$ cat config.mk
export PLATFORM = sky130hd
export DESIGN_NAME = iack_wait_seq
export DESIGN_NICKNAME = d
export VERILOG_FILES = /design/src/rtl/iack_pkg.sv /design/src/rtl/iack_detect.sv /design/src/rtl/iack_tapline.sv /design/src/rtl/iack_strobe_map.sv /design/src/rtl/iack_wait_seq.sv
export SDC_FILE = /design/constraint.sdc
export NUM_CORES = 1
export LEC_CHECK = 0
export ABC_AREA = 1
export BUFFER_PORTS_ARGS = -buffer_cell sky130_fd_sc_hd__buf_2
export CAP_MARGIN = 20
export CORE_AREA = 4 4 41 43
export CTS_CLUSTER_SIZE = 30
export DETAILED_ROUTE_END_ITERATION = 6
export DIE_AREA = 0 0 45 47
export PLACE_DENSITY = 0.33
export SLEW_MARGIN = 40
export SYNTH_ARGS = -nofsm -noshare
export SYNTH_HDL_FRONTEND = slang
export SYNTH_SLANG_ARGS = --single-unit
$ cat constraint.sdc
create_clock -name clk -period 1.5 [get_ports clk]
set_input_delay 0.225 -clock clk [delete_from_list [all_inputs] [get_ports clk]]
set_output_delay 0.225 -clock clk [all_outputs]
set_load 0.01 [all_outputs]
$ cat src/rtl/iack_pkg.sv
package iack_pkg;

  // Bus strobes after conversion to active-high polarity.
  typedef struct packed {
    logic fetch;
    logic memreq;
    logic rd;
    logic wr;
    logic sel;
  } bus_req_t;

  // Peripheral-side and CPU-side strobes, active high.
  typedef struct packed {
    logic ack;
    logic prd;
    logic pwr;
    logic hold;
  } per_drv_t;

  function automatic bus_req_t to_active_high(input logic m1_n, input logic mreq_n,
                                              input logic rd_n, input logic wr_n,
                                              input logic sel_n);
    bus_req_t r;
    r.fetch  = ~m1_n;
    r.memreq = ~mreq_n;
    r.rd     = ~rd_n;
    r.wr     = ~wr_n;
    r.sel    = ~sel_n;
    return r;
  endfunction

endpackage

$ cat src/rtl/iack_detect.sv
module iack_detect (
  input  logic clk,
  input  logic rst_n,
  input  logic fetch,
  input  logic memreq,
  output logic start
);

  // High when M1 was already low at the previous edge; only the first
  // low sample of M1 may start an acknowledge.
  logic fetch_seen_q;

  always_ff @(posedge clk or negedge rst_n) begin
    if (!rst_n) fetch_seen_q <= 1'b0;
    else        fetch_seen_q <= fetch;
  end

  assign start = fetch & ~memreq & ~fetch_seen_q;

endmodule

$ cat src/rtl/iack_tapline.sv
module iack_tapline #(
  parameter int TAP = 3
) (
  input  logic         clk,
  input  logic         rst_n,
  input  logic         clr,
  input  logic         start,
  output logic [TAP:0] stage
);

  localparam int LAST = TAP;

  always_ff @(posedge clk or negedge rst_n) begin
    if (!rst_n)      stage[0] <= 1'b0;
    else if (clr)    stage[0] <= 1'b0;
    else if (start)  stage[0] <= 1'b1;
  end

  for (genvar k = 1; k <= LAST; k++) begin : g_stage
    always_ff @(posedge clk or negedge rst_n) begin
      if (!rst_n)    stage[k] <= 1'b0;
      else if (clr)  stage[k] <= 1'b0;
      else           stage[k] <= stage[k-1];
    end
  end

endmodule

$ cat src/rtl/iack_strobe_map.sv
module iack_strobe_map
  import iack_pkg::*;
(
  input  bus_req_t bus,
  input  logic     in_ack,
  input  logic     ack_read,
  input  logic     ack_hold,
  output per_drv_t drv
);

  always_comb begin
    drv.ack  = in_ack;
    drv.hold = ack_hold;
    drv.prd  = ack_read | (~in_ack & bus.sel & bus.rd);
    drv.pwr  = ~in_ack & bus.sel & bus.wr;
  end

endmodule

$ cat src/rtl/iack_wait_seq.sv
module iack_wait_seq
  import iack_pkg::*;
#(
  parameter int TAP = 3
) (
  input  logic clk,
  input  logic rst_n,
  input  logic m1_n,
  input  logic mreq_n,
  input  logic rd_n,
  input  logic wr_n,
  input  logic sel_n,
  output logic ack_n,
  output logic per_rd_n,
  output logic per_wr_n,
  output logic cpu_wait_n
);

  localparam int STAGES = TAP + 1;

  bus_req_t          bus;
  logic              start;
  logic [STAGES-1:0] stage;
  logic              in_ack;
  logic              ack_read;
  logic              ack_hold;
  per_drv_t          drv;

  assign bus = to_active_high(m1_n, mreq_n, rd_n, wr_n, sel_n);

  iack_detect u_detect (
    .clk    (clk),
    .rst_n  (rst_n),
    .fetch  (bus.fetch),
    .memreq (bus.memreq),
    .start  (start)
  );

  iack_tapline #(.TAP(TAP)) u_tapline (
    .clk   (clk),
    .rst_n (rst_n),
    .clr   (~bus.fetch),
    .start (start),
    .stage (stage)
  );

  // Gated by M1 so every acknowledge output drops the moment M1 rises.
  assign in_ack   = stage[0] & bus.fetch;
  assign ack_read = stage[TAP] & bus.fetch;
  assign ack_hold = in_ack & ~stage[TAP];

  iack_strobe_map u_map (
    .bus      (bus),
    .in_ack   (in_ack),
    .ack_read (ack_read),
    .ack_hold (ack_hold),
    .drv      (drv)
  );

  assign ack_n      = ~drv.ack;
  assign per_rd_n   = ~drv.prd;
  assign per_wr_n   = ~drv.pwr;
  assign cpu_wait_n = ~drv.hold;

endmodule

==> summary.md, run 1 <==
| Metric | Value |
|---|---|
| Slew HR | `90.3%` |
| Warnings, synthesis | `0` |
| Post-CTS setup buffer count | `0` |
| Hold-critical path depth | `2` |
| Setup-failing EPs final | `0` |
| Vias post-DR | `191` |
| Syn nets | `29` |
| Fin crit period | `1.25 ns` |
| Maximum capacitance violations | `0` |
| Yosys top cell by area | `dfrtp_1` |
| Routed wire per std cell | `9.04 um` |
| Pre-Repair DR Iteration Count | `1` |
| First-pass GRT wire length | `800 um` |
| Post-synthesis cell type count | `10` |
| Top cells by area, synth | `dfrtp_1, inv_1, nand2_1, nand2_4, nand3b_1` |
| FF+latch area | `125 sq um` |
| Sum Neg Setup Slack | `0 ns` |
| Peak supply drop | `0.000218 V` |
| Post-layout util | `23.8%` |
| Syn Inst Count | `22` |
| Async S/R FF share, synth | `100%` |
| EDFF count, synth | `0` |
| Worst hold-check path type | `input pin to flop` |
| Achievable Freq | `803 MHz` |
| Synthesized cell area | `205 sq um` |
| P_leak | `0.177 nW` |
| Syn avg cell area | `9.33 sq um` |
| Die W | `45 um` |
| Critical path class | `flop to output port` |
| WP data arrival | `1.02 ns` |
| Post-synthesis adder-cell area fraction | `0%` |
| Cell Rows | `13` |
| DR iter-0 viols | `0` |
| Status | `finished, final reports clean` |
| Effective utilization at floorplan | `15.8%` |
| Reg2Reg Depth | `2` |
| RSZ-0062 raised after global routing | `no` |
| Clock Skews | `0.00289 ns` |
| Fin. max-slew vios | `0` |
| Routed wire length | `470 um` |
| Top-count cell post-synth | `inv_1` |
| Critical R2R Launch | `u_tapline.stage[0]$_DFFE_PN0P_` |
| Initial antenna violation count | `0` |
| Synth Register Bits | `5` |
| Synth top cells by count | `inv_1, dfrtp_1, nand2_1` |
| Mux share of post-synthesis cell area | `0%` |
| Fill cell count | `156` |
| Ys flop type | `dfrtp_1` |
| Drt via density | `3.67` |
| Post-Synth XOR/XNOR Area | `0%` |
| Reg-to-reg setup timing slack | `0.81 ns` |
| P&R area growth vs syn | `51.2%` |
| Power Dens Cells | `1090 nW/um^2` |
| Clock net sink count | `5` |
| Chip height | `47 um` |
| GRT Overall Usage | `5.80%` |
| Via count of the first global-routing pass | `199` |
| Port buffer count | `10` |
| Final period utilization | `83.0%` |
| Synth Area in Simple Gates | `23.8%` |
| CTS tree | `yes` |
| Clock Tree Root | `clkbuf_4` |
| Total gr overflow | `0` |
| H-tree levels | `1` |
| Endpoint class of the critical path | `output port` |
| Reg clk slew, reported paths | `0.04 ns` |
| Worst Path Max Fanout | `6` |
| Worst skew pair latency | `0.24 ns` |
| Final hold vios | `0` |
| Post-route ant nets | `0` |
| CP required | `1.27 ns` |
| Tightest Pin Transition | `0.144 ns` |
| Hold_sp | `m1_n` |
| Share of layout cells above drive strength 1 | `40.5%` |
| Main combinational cell family by area after synthesis | `simple AND/OR/NAND/NOR gates` |
| CP Launch Point | `u_tapline.stage[0]$_DFFE_PN0P_` |
| GPL Wtd Cong | `0.698` |
| # IOs | `11` |
| Post-synthesis compound-gate area fraction | `2.44%` |
| Largest net degree at the start of global routing | `7` |
| Number of gates resized after CTS | `0` |
| Reg2reg end | `u_tapline.stage[0]$_DFFE_PN0P_` |
| Inserted Clock Buffers | `3` |
| Register area share after synthesis | `61.0%` |
| DRC violations left | `0` |
| Area of the multi-input gates | `53.8 sq um` |
| Post-DP HPWL | `378 um` |
| Post-CTS Hold Fix Bufs | `1` |
| Core area | `1300 sq um` |
| CTS Buffer Depth | `2` |
| Die area | `2120 sq um` |
| Setup crit start kind | `flop` |
| Antenna cell count | `0` |
| Hold endpoint | `u_tapline.stage[3]$_DFF_PN0_` |
| Final net count | `45` |
| Area share of the largest cell type after synthesis | `61.0%` |
## layer usage
metal	global-route usage [%]	wire length, um	vias up
li1	-	-	94
met1	5.08	158	84
met2	8.76	218	11
met3	3.07	77	2
met4	7.02	15	0
met5	0	0	-
## where the power goes
group          total [mW]  internal, mW  switching [mW]
sequential          0.144         0.141         0.00257
combinational      0.0364        0.0170          0.0194
clock               0.158         0.101          0.0575
## critical path, cell delays in order (launching register included)
cell	delay, ns
dfrtp_1	0.36
nand2_4	0.08
or2_1	0.20
buf_2	0.14
## state kept, by name, indices dropped and copies added (netlist names)
name	flops
u_detect.fetch_seen_q	1
u_tapline.stage	4
## kinds of logic after synthesis
group,Yosys count
and+or+nand+nor,9
buffers and inverters,7
DFF,5
AOI/OAI and AO/OA,1
## stage by stage
stage | area [sq um] | hold WS, ns | power [mW] | instances | setup slack [ns]
floorplan | 205 | -0.0706 | 0.162 | 22 | 0.606
global placement | 274 | 0.0474 | 0.180 | 47 | 0.440
detailed placement | 274 | 0.0486 | 0.182 | 47 | 0.424
CTS | 310 | 0.165 | 0.346 | 52 | 0.245
global route | 310 | 0.172 | 0.360 | 52 | 0.192
finish | 310 | 0.167 | 0.339 | 52 | 0.254
## area by class of cell
| class | count | area share (%) |
|---|---|---|
| sequential | 5 | 40.3 |
| timing repair buffer | 11 | 19.4 |
| multi-input combinational | 10 | 17.3 |
| clock buffer | 4 | 8.47 |
| inverter | 7 | 8.47 |
| tap | 15 | 6.05 |
## worst max-delay path by stage
stage / slack [ns] / end
detailed placement: 0.42 / cpu_wait_n
global placement: 0.44 / cpu_wait_n
global route: 0.19 / per_rd_n
finish: 0.25 / cpu_wait_n
CTS: 0.25 / cpu_wait_n
floorplan: 0.61 / cpu_wait_n
## layout by cell type, fill, tap and decap left out
master,netlist,routed
dlygate4sd3_1,0,1
or2_1,1,1
o21ai_0,1,1
nand3_1,1,1
nand2_1,3,3
dfrtp_1,5,5
clkbuf_1,0,1
nor2_1,2,2
inv_2,1,1
clkbuf_4,0,3
nand3b_1,1,1
buf_2,0,10
inv_1,6,6
nand2_4,1,1
Note: power is estimated with default switching activity, not from simulation.
==> run 2, diff against run 1 <==
PLACE_DENSITY = 0.34   (was 0.33)
clock period = 1 ns   (was 1.5 ns; I/O delays follow)
==> run 2 against run 1 <==
  * The run now ends with setup timing left
  * Critical path depth up 1
  * Sequential share of layout area down 3.1 points
  * Power up 52%
  * Global-route usage down 1.0 points
==> summary.md, run 2 (synthesized netlist as in run 1, its figures left out) <==
| Metric | Value |
|---|---|
| Met2 Track Usage GR | `6.21% (was 8.76%)` |
| Worst hold-check path type | `input pin to flop (unchanged)` |
| GR Util met3 | `6.13% (was 3.07%)` |
| Setup-failing EPs final | `4 (was 0)` |
| DR iter-0 viols | `3 (was 0)` |
| Placed insts | `47 (unchanged)` |
| First-pass GRT wire length | `662 um (was 800 um)` |
| Clock Skews | `0.00452 ns (was 0.00289 ns)` |
| Post-layout util | `25.9% (was 23.8%)` |
| Final hold vios | `0 (unchanged)` |
| Endpoint class of the critical path | `output port (unchanged)` |
| Post-route ant nets | `0 (unchanged)` |
| Max FFs per register | `4 (unchanged)` |
| Total gr overflow | `0 (unchanged)` |
| Die area | `2120 sq um (unchanged)` |
| Routed wire length | `451 um (was 470 um)` |
| CTS Buffer Depth | `2 (unchanged)` |
| Pre-Repair DR Iteration Count | `2 (was 1)` |
| Antenna cell count | `0 (unchanged)` |
| # IOs | `11 (unchanged)` |
| Worst skew pair latency | `0.24 ns (about the same)` |
| Share of layout cells above drive strength 1 | `46.2% (was 40.5%)` |
| P_leak | `0.190 nW (was 0.177 nW)` |
| Slew HR | `90.4% (was 90.3%)` |
| Tightest Pin Transition | `0.142 ns (was 0.144 ns)` |
| Effective utilization at floorplan | `15.8% (unchanged)` |
| Clock Tree Root | `clkbuf_4 (unchanged)` |
| Fill cell count | `156 (unchanged)` |
| Initial antenna violation count | `0 (unchanged)` |
| Post-DP HPWL | `310 um (was 378 um)` |
| Leading cell type in the layout, fill and taps excluded | `buf_2 (unchanged)` |
| Chip height | `47 um (unchanged)` |
| GR peak layer | `met2 (unchanged)` |
| Post-route insts no fill | `54 (was 52)` |
| GPL Wtd Cong | `0.607 (was 0.698)` |
| Drt via density | `3.50 (was 3.67)` |
| Power Dens Cells | `1530 nW/um^2 (was 1090 nW/um^2)` |
| DRC violations left | `0 (unchanged)` |
| DP Worst Slack | `0.0674 ns (was 0.424 ns)` |
| Final net count | `47 (was 45)` |
| Biggest regs | `u_tapline.stage (4), u_detect.fetch_seen_q (1) (unchanged)` |
| Critical path class | `flop to output port (unchanged)` |
| Setup ws final | `-0.168 ns (was 0.254 ns)` |
| Maximum capacitance violations | `0 (unchanged)` |
| Core area | `1300 sq um (unchanged)` |
| Die W | `45 um (unchanged)` |
| Max stage delay cell, worst path | `dfrtp_1 (unchanged)` |
| CTS tree | `yes (unchanged)` |
| RSZ-0062 raised after global routing | `yes (was no)` |
| WP data arrival | `1.02 ns (about the same)` |
| H-tree levels | `1 (unchanged)` |
| Largest net degree at the start of global routing | `6 (was 7)` |
| GRT Overall Usage | `4.77% (was 5.80%)` |
| Area of the multi-input gates | `58.8 sq um (was 53.8 sq um)` |
| Largest register by flop count | `u_tapline.stage (unchanged)` |
| Failing checks | `setup timing` |
| Inserted Clock Buffers | `3 (unchanged)` |
| FF+latch area | `125 sq um (unchanged)` |
| CP required | `0.85 ns (was 1.27 ns)` |
| Status | `finished with violations (was finished, final reports clean)` |
| Final period utilization | `117%` |
| Vias post-DR | `189 (was 191)` |
| Cell Rows | `13 (unchanged)` |
| Routed wire per std cell | `8.35 um (was 9.04 um)` |
| Achievable Freq | `856 MHz` |
| Fin. max-slew vios | `0 (unchanged)` |
| Peak supply drop | `0.000915 V (was 0.000218 V)` |
| Port buffer count | `10 (unchanged)` |
| Crit path buffers/inverters | `2 (was 1)` |
| Worst path cell trace | `nand2_4 > buf_4 > nand3b_1 > buf_2 (was nand2_4 > or2_1 > buf_2)` |
| Worst Path Max Fanout | `4 (was 6)` |
| Reg clk slew, reported paths | `0.05 ns (was 0.04 ns)` |
| Fin crit period | `1.17 ns` |
| Largest stage delay, worst path | `0.39 ns (was 0.36 ns)` |
| Met1 Resource Use GR | `5.08% (unchanged)` |
| Via count of the first global-routing pass | `165 (was 199)` |
| Clock net sink count | `5 (unchanged)` |
| Most frequent cells in the layout | `buf_2, inv_1, dfrtp_1 (unchanged)` |
| CP delay by family, top | `flip-flops (unchanged)` |
| P&R area growth vs syn | `64.0% (was 51.2%)` |
| Setup crit start kind | `flop (unchanged)` |
[run 2: cell types whose count changed in the layout (fill, tap and decap cells not counted), sizes merged]
cell,delta
buf,+2
[run 2: worst register-to-register path, cell delays in order (launching register included)]
cell     delay (ns)
dfrtp_1        0.39
nand2_4        0.09
buf_4          0.11
o21ai_0        0.07
[run 2: power breakdown]
group | switching [mW] | total, mW | internal, mW | leakage, nW
logic | 0.0314 | 0.0652 | 0.0338 | 0.109
registers | 0.00380 | 0.216 | 0.212 | 0.0658
clock network | 0.0830 | 0.234 | 0.151 | 0.0150
total | 0.118 | 0.515 | 0.397 | 0.190
[run 2: final cells by class]
cell class	count	share of cell area (%)
sequential	5	37.2
tap	15	5.58
multi-input combinational	10	17.5
inverter	7	7.81
timing repair buffer	13	24.2
clock buffer	4	7.81
[run 2: through the flow]
stage / hold WS, ns / TNS [ns] / area, sq um / total power [mW]
after floorplan: -0.146 / 0 / 205 / 0.243
after global placement: -0.0310 / 0 / 274 / 0.271
after detailed placement: -0.0271 / 0 / 274 / 0.271
after CTS: 0.101 / -0.379 / 318 / 0.523
after global routing: 0.0968 / -0.779 / 337 / 0.567
final: 0.109 / -0.528 / 337 / 0.515
[run 2: path summary, 6_finish.rpt]
check,start,cells after the start,slack [ns],endpoint
min in group asynchronous,rst_n,2,0.25,u_tapline.stage[1]$_DFF_PN0_
max in group asynchronous,rst_n,2,0.62,u_tapline.stage[2]$_DFF_PN0_
worst min register to register,u_detect.fetch_seen_q$_DFF_PN0_,1,0.43,u_tapline.stage[0]$_DFFE_PN0P_
worst max register to register,u_tapline.stage[0]$_DFFE_PN0P_,3,0.23,u_tapline.stage[0]$_DFFE_PN0P_
worst min-delay path,m1_n,2,0.11,u_tapline.stage[3]$_DFF_PN0_
worst max-delay path,u_tapline.stage[0]$_DFFE_PN0P_,4,-0.17,per_wr_n
[run 2: timing repair]
action / CTS / global route
hold endpoints to repair: 5 / 0
hold buffers: 1 / 0
gates resized for setup: 0 / 2
pin swaps: 1 / 2
setup buffers: 1 / 1
endpoints found under the setup margin: 4 / 4
[run 2: per-layer routing]
metal / wire (um) / vias to the layer above
met5: 0 / -
met3: 72 / 0
li1: - / 96
met2: 185 / 11
met1: 193 / 82
met4: 0 / 0
